## config.mk

```make
export PLATFORM = sky130hd
export DESIGN_NAME = ds3_frame_gate
export DESIGN_NICKNAME = d
export VERILOG_FILES = /design/src/rtl/ds3fg_pkg.sv /design/src/rtl/ds3fg_bitpos.sv /design/src/rtl/ds3fg_ohdec.sv /design/src/rtl/ds3fg_syncpos.sv /design/src/rtl/ds3_frame_gate.sv
export SDC_FILE = /design/constraint.sdc
export NUM_CORES = 1
export LEC_CHECK = 0
export BUFFER_PORTS_ARGS = -buffer_cell sky130_fd_sc_hd__clkbuf_2
export CAP_MARGIN = 25
export CORE_UTILIZATION = 31
export DETAILED_ROUTE_END_ITERATION = 16
export PLACE_DENSITY_LB_ADDON = 0.3
export RECOVER_POWER = 25
export SKIP_LAST_GASP = 1
export SYNTH_ARGS = -nofsm -noshare
export SYNTH_HDL_FRONTEND = slang
export SYNTH_SLANG_ARGS = --single-unit
```

## constraint.sdc

```tcl
create_clock -name clk -period 2 [get_ports clk]
set_input_delay 0 -clock clk [delete_from_list [all_inputs] [get_ports clk]]
set_output_delay 0 -clock clk [all_outputs]
set_load 0.02 [all_outputs]
```

## src/rtl/ds3fg_pkg.sv

```systemverilog
package ds3fg_pkg;

  localparam int DEF_BLOCK_BITS     = 85;
  localparam int DEF_BLOCKS_PER_SUB = 8;
  localparam int DEF_SUBS           = 7;
  localparam int DEF_M1_SUB         = 4;

  // index of the first bit of a given subframe
  function automatic int m1_index(input int block_bits, input int blocks, input int sub);
    return sub * blocks * block_bits;
  endfunction

  // position of the sync marker: lead bits ahead of m1, wrapped into one frame
  function automatic int sync_slot(input int frame_bits, input int m1_pos, input int lead);
    int back;
    back = lead % frame_bits;
    return (m1_pos >= back) ? (m1_pos - back) : (m1_pos + frame_bits - back);
  endfunction

  function automatic int max3(input int a, input int b, input int c);
    int m;
    m = (a > b) ? a : b;
    return (m > c) ? m : c;
  endfunction

endpackage

```

## src/rtl/ds3fg_bitpos.sv

```systemverilog
module ds3fg_bitpos #(
  parameter int FRAME_BITS = 4760,
  parameter int POS_W      = $clog2(FRAME_BITS)
) (
  input  logic             clk,
  input  logic             rst,
  input  logic             frame_load,
  output logic [POS_W-1:0] pos,
  output logic             pos_last
);

  assign pos_last = (pos == POS_W'(FRAME_BITS - 1));

  always_ff @(posedge clk) begin
    if (rst)
      pos <= '0;
    else if (frame_load || pos_last)
      pos <= '0;
    else
      pos <= pos + POS_W'(1);
  end

endmodule

```

## src/rtl/ds3fg_ohdec.sv

```systemverilog
module ds3fg_ohdec #(
  parameter int BLOCK_BITS     = 85,
  parameter int BLOCKS_PER_SUB = 8,
  parameter int SUBS           = 7,
  parameter int M1_SUB         = 4
) (
  input  logic clk,
  input  logic rst,
  input  logic restart,
  output logic oh_bit,
  output logic m1_bit
);

  localparam int LEVELS = 3;
  localparam int CW     = $clog2(ds3fg_pkg::max3(BLOCK_BITS, BLOCKS_PER_SUB, SUBS) + 1);

  function automatic int lvl_limit(input int g);
    case (g)
      0:       return BLOCK_BITS;
      1:       return BLOCKS_PER_SUB;
      default: return SUBS;
    endcase
  endfunction

  logic [CW-1:0]   cnt [LEVELS];
  logic [LEVELS:0] carry;

  assign carry[0] = 1'b1;

  // bit-in-block, block-in-subframe and subframe counters, cascaded by carry
  for (genvar g = 0; g < LEVELS; g++) begin : g_lvl
    localparam int LIM = lvl_limit(g);
    logic at_top;
    assign at_top       = (cnt[g] == CW'(LIM - 1));
    assign carry[g + 1] = carry[g] && at_top;

    always_ff @(posedge clk) begin
      if (rst || restart)
        cnt[g] <= '0;
      else if (carry[g])
        cnt[g] <= at_top ? '0 : cnt[g] + CW'(1);
    end
  end

  assign oh_bit = (cnt[0] == '0);
  assign m1_bit = oh_bit && (cnt[1] == '0) && (cnt[2] == CW'(M1_SUB));

endmodule

```

## src/rtl/ds3fg_syncpos.sv

```systemverilog
module ds3fg_syncpos #(
  parameter int FRAME_BITS = 4760,
  parameter int POS_W      = $clog2(FRAME_BITS),
  parameter int LEAD_W     = 8,
  parameter int M1_POS     = 2720
) (
  input  logic              clk,
  input  logic              rst,
  input  logic              capture,
  input  logic [LEAD_W-1:0] sync_lead,
  input  logic [POS_W-1:0]  pos,
  output logic              hit
);

  logic [LEAD_W-1:0] lead_q;
  logic [POS_W-1:0]  slot;

  // lead held for a whole frame; refreshed only at frame edges
  always_ff @(posedge clk) begin
    if (rst || capture)
      lead_q <= sync_lead;
  end

  assign slot = POS_W'(ds3fg_pkg::sync_slot(FRAME_BITS, M1_POS, int'(lead_q)));
  assign hit  = (pos == slot);

endmodule

```

## src/rtl/ds3_frame_gate.sv

```systemverilog
module ds3_frame_gate #(
  parameter int BLOCK_BITS     = ds3fg_pkg::DEF_BLOCK_BITS,
  parameter int BLOCKS_PER_SUB = ds3fg_pkg::DEF_BLOCKS_PER_SUB,
  parameter int SUBS           = ds3fg_pkg::DEF_SUBS,
  parameter int M1_SUB         = ds3fg_pkg::DEF_M1_SUB,
  parameter int LEAD_W         = 8
) (
  input  logic              clk,
  input  logic              rst,
  input  logic              frame_load,
  input  logic              sync_on,
  input  logic [LEAD_W-1:0] sync_lead,
  output logic              payload_en,
  output logic              frame_mark
);

  localparam int FRAME_BITS = BLOCK_BITS * BLOCKS_PER_SUB * SUBS;
  localparam int POS_W      = $clog2(FRAME_BITS);
  localparam int M1_POS     = ds3fg_pkg::m1_index(BLOCK_BITS, BLOCKS_PER_SUB, M1_SUB);

  logic [POS_W-1:0] pos;
  logic             pos_last;
  logic             oh_bit;
  logic             m1_bit;
  logic             slot_hit;
  logic             lead_capture;

  ds3fg_bitpos #(
    .FRAME_BITS(FRAME_BITS),
    .POS_W     (POS_W)
  ) u_bitpos (
    .clk       (clk),
    .rst       (rst),
    .frame_load(frame_load),
    .pos       (pos),
    .pos_last  (pos_last)
  );

  ds3fg_ohdec #(
    .BLOCK_BITS    (BLOCK_BITS),
    .BLOCKS_PER_SUB(BLOCKS_PER_SUB),
    .SUBS          (SUBS),
    .M1_SUB        (M1_SUB)
  ) u_ohdec (
    .clk    (clk),
    .rst    (rst),
    .restart(frame_load),
    .oh_bit (oh_bit),
    .m1_bit (m1_bit)
  );

  assign lead_capture = frame_load || pos_last;

  ds3fg_syncpos #(
    .FRAME_BITS(FRAME_BITS),
    .POS_W     (POS_W),
    .LEAD_W    (LEAD_W),
    .M1_POS    (M1_POS)
  ) u_syncpos (
    .clk      (clk),
    .rst      (rst),
    .capture  (lead_capture),
    .sync_lead(sync_lead),
    .pos      (pos),
    .hit      (slot_hit)
  );

  assign payload_en = !rst && !oh_bit;
  assign frame_mark = !rst && sync_on && slot_hit;

endmodule

```

==> key figures, run 1 <==
Yosys
  • Number of synthesized flops with an enable pin: 8
  • Count of cell types in the netlist: 36
  • Number of synthesis warnings: 0
  • Synth top area cells: dfxtp_1, edfxtp_1, xor2_1, nor2_1, xnor2_1
  • Register area share after synthesis: about 44%
  • Mean Syn Cell Area: ~9.4 um^2
  • Top cell type's share of synthesized area: 27.8%
  • Syn_nets: 169
  • Cell count after synthesis: 153
  • Synth async-reset ratio: 0%
  • Biggest area consumer among synthesized cells: dfxtp_1
  • Primary FF master, synth: dfxtp_1
  • Mapped Area: around 1400 um^2
  • #FFs+latches synth: 28

Global route
  • Initial antenna violation count: 0
  • GR Overflow Total: 0
  • Largest net degree at the start of global routing: 16
  • First-pass GRT wire length: 4860 um
  • Vias in the first global route: around 1200
  • GRT Total Usage: ~13%

Setup path
  • Worst EP arrival: 2.08 ns
  • CP max stage delay: 0.41 ns
  • Critical path endpoint category: output pin
  • Crit path launch type: flip-flop
  • Slowest cell on the critical path: edfxtp_1
  • Crit path required time: approximately 2.0 ns
  • CP cell instances: buf_4, buf_4, nor3_1, a21oi_1, nand2_1, nor4bb_1, o311a_1, clkbuf_8
  • Kind of critical path: reg -> out
  • CP max FO: 2
  • Top cell by count, worst path: buf_4

Min path
  • Hold Crit Class: in -> reg

Route
  • Final ANT Viol Nets: 0
  • DR vias: roughly 1200
  • Drt first pass iters: 4
  • Final WL: 2980 um
  • Starting DRT DRC Count: 53
  • Mean routed wirelength per cell: 12.7 um
  • Drt via density: 5.01
  • DRC violations left: 0

Clock network
  • Cts bufs inserted: 3
  • Clk buf depth: 2
  • Clk pin slew, worst setup/hold paths: 0.08 ns
  • CTS sink cnt: 28
  • Later-pin clock latency in the skew report: 0.28 ns
  • CTS H-Tree Depth: 1
  • CTS tree: built
  • Clock Root Buffer: clkbuf_8

Floorplan
  • Starting Density: 32.6%
  • I/O pin cnt: 14
  • Die Width: 70.2 um
  • Die Span Y: between 70 and 80 um
  • Rows: 24
  • Core footprint: 4410 um^2
  • Die Area: 4920 um^2

Status
  • Status: complete, but fails checks
  • Failing checks: negative setup slack

Pwr
  • Leakage: 0.662 nW
  • Power consumption: 1.11 mW
  • Internal power: ~850 uW
  • Seq pwr share: 56.8%
  • Worst vdd ir: roughly 0.00025 V
  • Sw Pwr: 261 uW
  • Clock power share: 31.2%
  • P per Cell Area: 631 nW/um^2
  • Combinational share of power: 11.9%
  • Switching share of power: a little under a quarter

Layout
  • Fin nets: 199
  • Most frequent cells in the layout: nor2_1, dfxtp_1, xor2_1
  • Fill cells: 424
  • Final instance area: around 1800 um^2
  • Ant. Diodes: 0
  • Area growth, synth to finish: 22.4%
  • Ratio of cells with drive above 1 in the final layout: 17.0%

Timing
  • FMAX: 482 MHz
  • PnR worst setup slack: -0.0753 ns
  • Final hold viol count: 0
  • Worst-margin pin slew: 0.423 ns
  • Max Clock Skew: 0.00794 ns
  • Unrepaired setup endpoints after global routing: yes
  • Slew Viols, Final: 0
  • # setup viols final: 1
  • Tmin final: 2.08 ns
  • TNS Setup: -0.0753 ns
  • Period utilization: 104%
  • Rel. slew slack: between 70% and 80%

Place
  • Placed cell areas: 1570 um^2
  • Post-DP HPWL: 2280 um
  • IO Port Bufs: 13
  • Gpl congestion: 0.769

Run
  • Max Cap Viol: 0
[stage by stage]
stage	setup slack, ns	hold WS [ns]	utilization (%)	std cells
CTS	-0.0804	0.180	39.7	233
global route	-0.230	0.219	39.9	234
global placement	0.162	0.178	35.6	218
detailed placement	0.0805	0.179	35.6	218
floorplan	0.237	0.0769	-	153
finish	-0.0753	0.189	39.9	234
[sequential cells by signal, indices dropped and copies added (netlist names)]
name	flops
u_bitpos.pos	13
u_syncpos.lead_q	8
u_ohdec.cnt	7
[cells by family after synthesis]
logic type                 Yosys count  share of synthesized area [%]
buffers and inverters               14                           4.86
xor gates and xnor gates            22                           13.4
and+or+nand+nor                     64                           23.6
adders and majority gates            4                           3.48
DFF                                 28                           44.5
AOI/OAI and AO/OA                   21                           10.2
[path summary, 6_finish.rpt]
path,cells past startpoint,slack [ns],end,startpoint
max,8,-0.08,frame_mark,u_syncpos.lead_q[1]$_DFFE_PP_
min,3,0.19,u_ohdec.cnt[0][1]$_SDFF_PP0_,frame_load
max reg2reg,5,0.28,u_bitpos.pos[12]$_SDFF_PP0_,u_bitpos.pos[2]$_SDFF_PP0_
min reg2reg,1,0.48,u_ohdec.cnt[0][0]$_SDFF_PP0_,u_ohdec.cnt[0][0]$_SDFF_PP0_
[cell type report]
cell class                 count  area, um^2  area share (%)
sequential                    28         641            36.3
multi-input combinational    111         749            42.5
timing repair buffer          30         219            12.4
inverter                       9        33.8            1.92
clock buffer                   4        55.1            3.12
tap                           52        65.1            3.69
[synth_stat cells (2+ instances only)]
cell type  count
xnor2_1        6
nor4_1         3
nor3_1         5
a311o_1        2
xor2_1        16
nand3_1        6
or3_1          3
a21oi_1        7
o21ai_0        5
nand2_1        7
buf_2          2
inv_1          9
nand4_1        7
dfxtp_1       20
ha_1           4
nor2_1        20
edfxtp_1       8
nor4bb_1       2
nor3b_1        3
nor2b_1        2
[critical path, delay by kind of cell (launching register included)]
family,cells,cell delay [ns]
flops,1,0.41
compound gates,2,0.36
buf+inv,3,0.41
simple gates,3,0.62
[per-layer routing]
layer,wire length (um),track usage (%),up-vias,share of wire [%]
li1,-,-,598,-
met1,1350,14.1,547,45
met2,1460,23.0,20,49
met3,77,1.30,7,2.6
met4,93,8.00,0,3.1
met5,0,0,-,0
[power by group through the flow]
stage	Sequential, mW	Combinational, mW	Clock (mW)
after global routing	0.636	0.148	0.383
after detailed placement	0.642	0.108	0
after global placement	0.641	0.102	0
after floorplan	0.636	0.0726	0
after CTS	0.632	0.131	0.362
final	0.632	0.133	0.348
[timing repair]
item                                    in CTS  in global routing
pin swaps                                    3                  2
resized for setup                            7                  1
endpoints found under the hold margin        8                  0
endpoints found under the setup margin       1                  1
setup buffers                                3                  1
hold buffers                                 8                  0
(Power assumes the default switching activity.)
==> run 2, diff against run 1 <==
--- a/config.mk
+++ b/config.mk
@@ -5,6 +5,7 @@
 export SDC_FILE = /design/constraint.sdc
 export NUM_CORES = 1
 export LEC_CHECK = 0
+export ABC_AREA = 1
 export BUFFER_PORTS_ARGS = -buffer_cell sky130_fd_sc_hd__clkbuf_2
 export CAP_MARGIN = 25
 export CORE_UTILIZATION = 31
==> constraint.sdc (replaced) <==
create_clock -name clk -period 1.7 [get_ports clk]
set_input_delay 0 -clock clk [delete_from_list [all_inputs] [get_ports clk]]
set_output_delay 0 -clock clk [all_outputs]
set_load 0.02 [all_outputs]
==> key figures, run 2 <==
Yosys
  • Primary FF master, synth: dfxtp_1
  • Count leader, synth: nand2_1
  • Count of cell types in the netlist: 30
  • Most frequent cells after synthesis: nand2_1, inv_1, dfxtp_1, nand3_1, nor2_1
  • Number of synthesized flops with an enable pin: 8
  • Mux cell area share after synthesis: 0%
  • Xor-xnor portion of the synthesized cell area: 0.532%
  • Register area share after synthesis: between 30% and 40%
  • Synth top area cells: dfxtp_1, edfxtp_1, nand2_1, inv_1, nand3_1
  • Post-synthesis simple-gate area fraction: 38.9%
  • Adder-cell share of the synthesized area: under 10%
  • Synth async-reset ratio: 0%
  • Fraction of the mapped netlist area in compound gates: 9.04%
  • Syn_nets: about 240
  • Mean Syn Cell Area: around 7.3 um^2
  • #FFs+latches synth: 28
  • Top cell type's share of synthesized area: around 24%
  • Number of synthesis warnings: 0
  • Cell count after synthesis: 226
  • Mapped Area: 1650 um^2
  • Biggest area consumer among synthesized cells: dfxtp_1
  • Largest family of logic cells by synthesized area: simple AND/OR/NAND/NOR gates

Route
  • Starting DRT DRC Count: 89
  • Drt first pass iters: 4
  • DR vias: around 1500
  • DRC violations left: 0
  • Mean routed wirelength per cell: between 10 and 15 um
  • Drt via density: between 4 and 5
  • Final WL: 3490 um
  • Final ANT Viol Nets: 0

Layout
  • Biggest regs: u_bitpos.pos: 13 flops, u_syncpos.lead_q: 8 flops, u_ohdec.cnt: 7 flops
  • Footprint of the multi-input gates: roughly 900 um^2
  • Ant. Diodes: 0
  • Area growth, synth to finish: 24.5%
  • Fill cells: 552
  • Largest Register: u_bitpos.pos
  • Leading cell type in the layout, fill and taps excluded: nand2_1
  • Max FFs per register: 13
  • Final instance area: just over 2000 um^2
  • Fin nets: 277
  • Ratio of cells with drive above 1 in the final layout: a little under a quarter
  • Sequential cell area: 641 um^2
  • Post-Layout Cell Count: between 300 and 400
  • Most frequent cells in the layout: nand2_1, inv_1, dfxtp_1

Setup path
  • CP max FO: 4
  • Kind of critical path: reg -> out
  • CP max stage delay: 0.52 ns
  • Crit path buffers/inverters: 4
  • Critical path endpoint category: output pin
  • CP delay by family, top: simple AND/OR/NAND/NOR gates
  • CP cell instances: buf_6, inv_2, nand2_1, nand3_1, nand2_1, inv_1, nand2_1, nor2_1, nand2_1, nor2_1, nand2_1, nor2_1, buf_4
  • Worst EP arrival: 1.82 ns
  • Crit path required time: around 1.7 ns
  • Top cell by count, worst path: nand2_1
  • Crit path launch type: flip-flop
  • Slowest cell on the critical path: edfxtp_1

Timing
  • TNS Setup: -0.122 ns
  • Rel. slew slack: between 60 and 70%
  • Final hold viol count: 0
  • Period utilization: 107%
  • Slew Viols, Final: 0
  • # setup viols final: 1
  • Unrepaired setup endpoints after global routing: yes
  • Tmin final: 1.82 ns
  • FMAX: 549 MHz
  • Max Clock Skew: between 0.01 and 0.015 ns
  • Worst-margin pin slew: 0.476 ns
  • PnR worst setup slack: -0.122 ns

Status
  • Failing checks: negative setup slack
  • Status: complete, but fails checks

Place
  • Placed cell areas: 1820 um^2
  • Gpl congestion: 0.777
  • Place WS: 0.0321 ns
  • Placed insts: 312
  • Post-DP HPWL: approximately 2500 um
  • IO Port Bufs: 13

Clock network
  • CTS sink cnt: 28
  • Clk buf depth: 2
  • Clk pin slew, worst setup/hold paths: 0.10 ns
  • CTS H-Tree Depth: 1
  • Clock Root Buffer: clkbuf_8
  • CTS tree: built
  • Later-pin clock latency in the skew report: 0.28 ns
  • Cts bufs inserted: 3

Floorplan
  • Rows: 26
  • Die Area: about 5600 um^2
  • Core footprint: 5110 um^2
  • Starting Density: 32.3%
  • Die Span Y: 74.9 um
  • I/O pin cnt: 14
  • Die Width: 74.9 um

Global route
  • Vias in the first global route: 1344
  • Initial antenna violation count: 0
  • GRT Total Usage: between 10% and 20%
  • First-pass GRT wire length: approximately 5900 um
  • GR Overflow Total: 0
  • Largest net degree at the start of global routing: 16

Pwr
  • Worst vdd ir: 0.000260 V
  • P per Cell Area: approximately 620 nW/um^2
  • Leakage: roughly 0.79 nW
  • Power consumption: 1.27 mW

Run
  • Max Cap Viol: 0

Min path
  • Hold Crit Class: in -> reg
## run 2: cell count changes after synthesis, sizes merged, moves of 3 or more
| cell | previous run | this run |
|---|---|---|
| a31oi | 0 | 3 |
| xnor2 | 6 | 0 |
| a21oi | 7 | 11 |
| nand3 | 6 | 21 |
| inv | 9 | 38 |
| xor2 | 16 | 1 |
| nor2 | 20 | 27 |
| nand2 | 7 | 63 |
| or3 | 3 | 0 |
## run 2: cell families (layout without fill, tap and decap cells)
| kind of cell | after synthesis | in the layout |
|---|---|---|
| AND/OR/NAND/NOR | 134 | 134 |
| flip-flops | 28 | 28 |
| AO/OA/AOI/OAI | 19 | 19 |
| buffers and inverters | 40 | 74 |
| adder cells (fa/ha/maj) | 4 | 4 |
| XOR/XNOR | 1 | 1 |
## run 2: where the power goes
part           internal (mW)  switching, mW  total, mW
combinational         0.0831         0.0935      0.177
sequential             0.705         0.0175      0.723
clock                  0.168          0.206      0.374
total                  0.956          0.317       1.27
## run 2: layer usage
metal  up-vias  GRT usage (%)  wire [um]
met5         -              0          0
met4         0           4.40         43
met3         4           1.61         62
met2        18           21.6       1610
met1       669           19.3       1770
li1        805              -          -
## run 2: stage by stage
stage	hold WS, ns	utilization [%]
2_1_floorplan	0.0766	-
3_3_place_gp	0.177	35.6
3_5_place_dp	0.179	35.6
4_1_cts	0.0888	38.7
5_1_grt	0.102	40.2
6_report	0.0849	40.2
## run 2: timing repair
item | in CTS | in global routing
buffers inserted | 2 | 4
pin swaps | 8 | 7
resized for setup | 6 | 16
hold buffers | 8 | 0
setup endpoints to repair | 1 | 2
hold endpoints to repair | 8 | 0
## run 2: worst reg2reg max path, stage by stage (launching register included)
cell      delay (ns)
dfxtp_1         0.37
ha_1            0.22
nand2_1         0.09
clkinv_2        0.09
nand3_4         0.07
o31ai_4         0.25
buf_4           0.24
## run 2: worst paths after layout
kind              slack (ns)                            end  depth (start not counted)                     startpoint
hold reg to reg         0.45   u_ohdec.cnt[0][0]$_SDFF_PP0_                          1   u_ohdec.cnt[0][0]$_SDFF_PP0_
hold / removal          0.08   u_ohdec.cnt[0][1]$_SDFF_PP0_                          4                     frame_load
setup / recovery       -0.12                     frame_mark                         13  u_syncpos.lead_q[2]$_DFFE_PP_
setup reg to reg        0.08  u_syncpos.lead_q[0]$_DFFE_PP_                          6     u_bitpos.pos[1]$_SDFF_PP0_
## run 2: cell type report
type                       instances  area share, %
tap                               70           4.27
timing repair buffer              31           11.0
inverter                          39           7.20
clock buffer                       4           2.20
multi-input combinational        158           44.1
sequential                        28           31.2
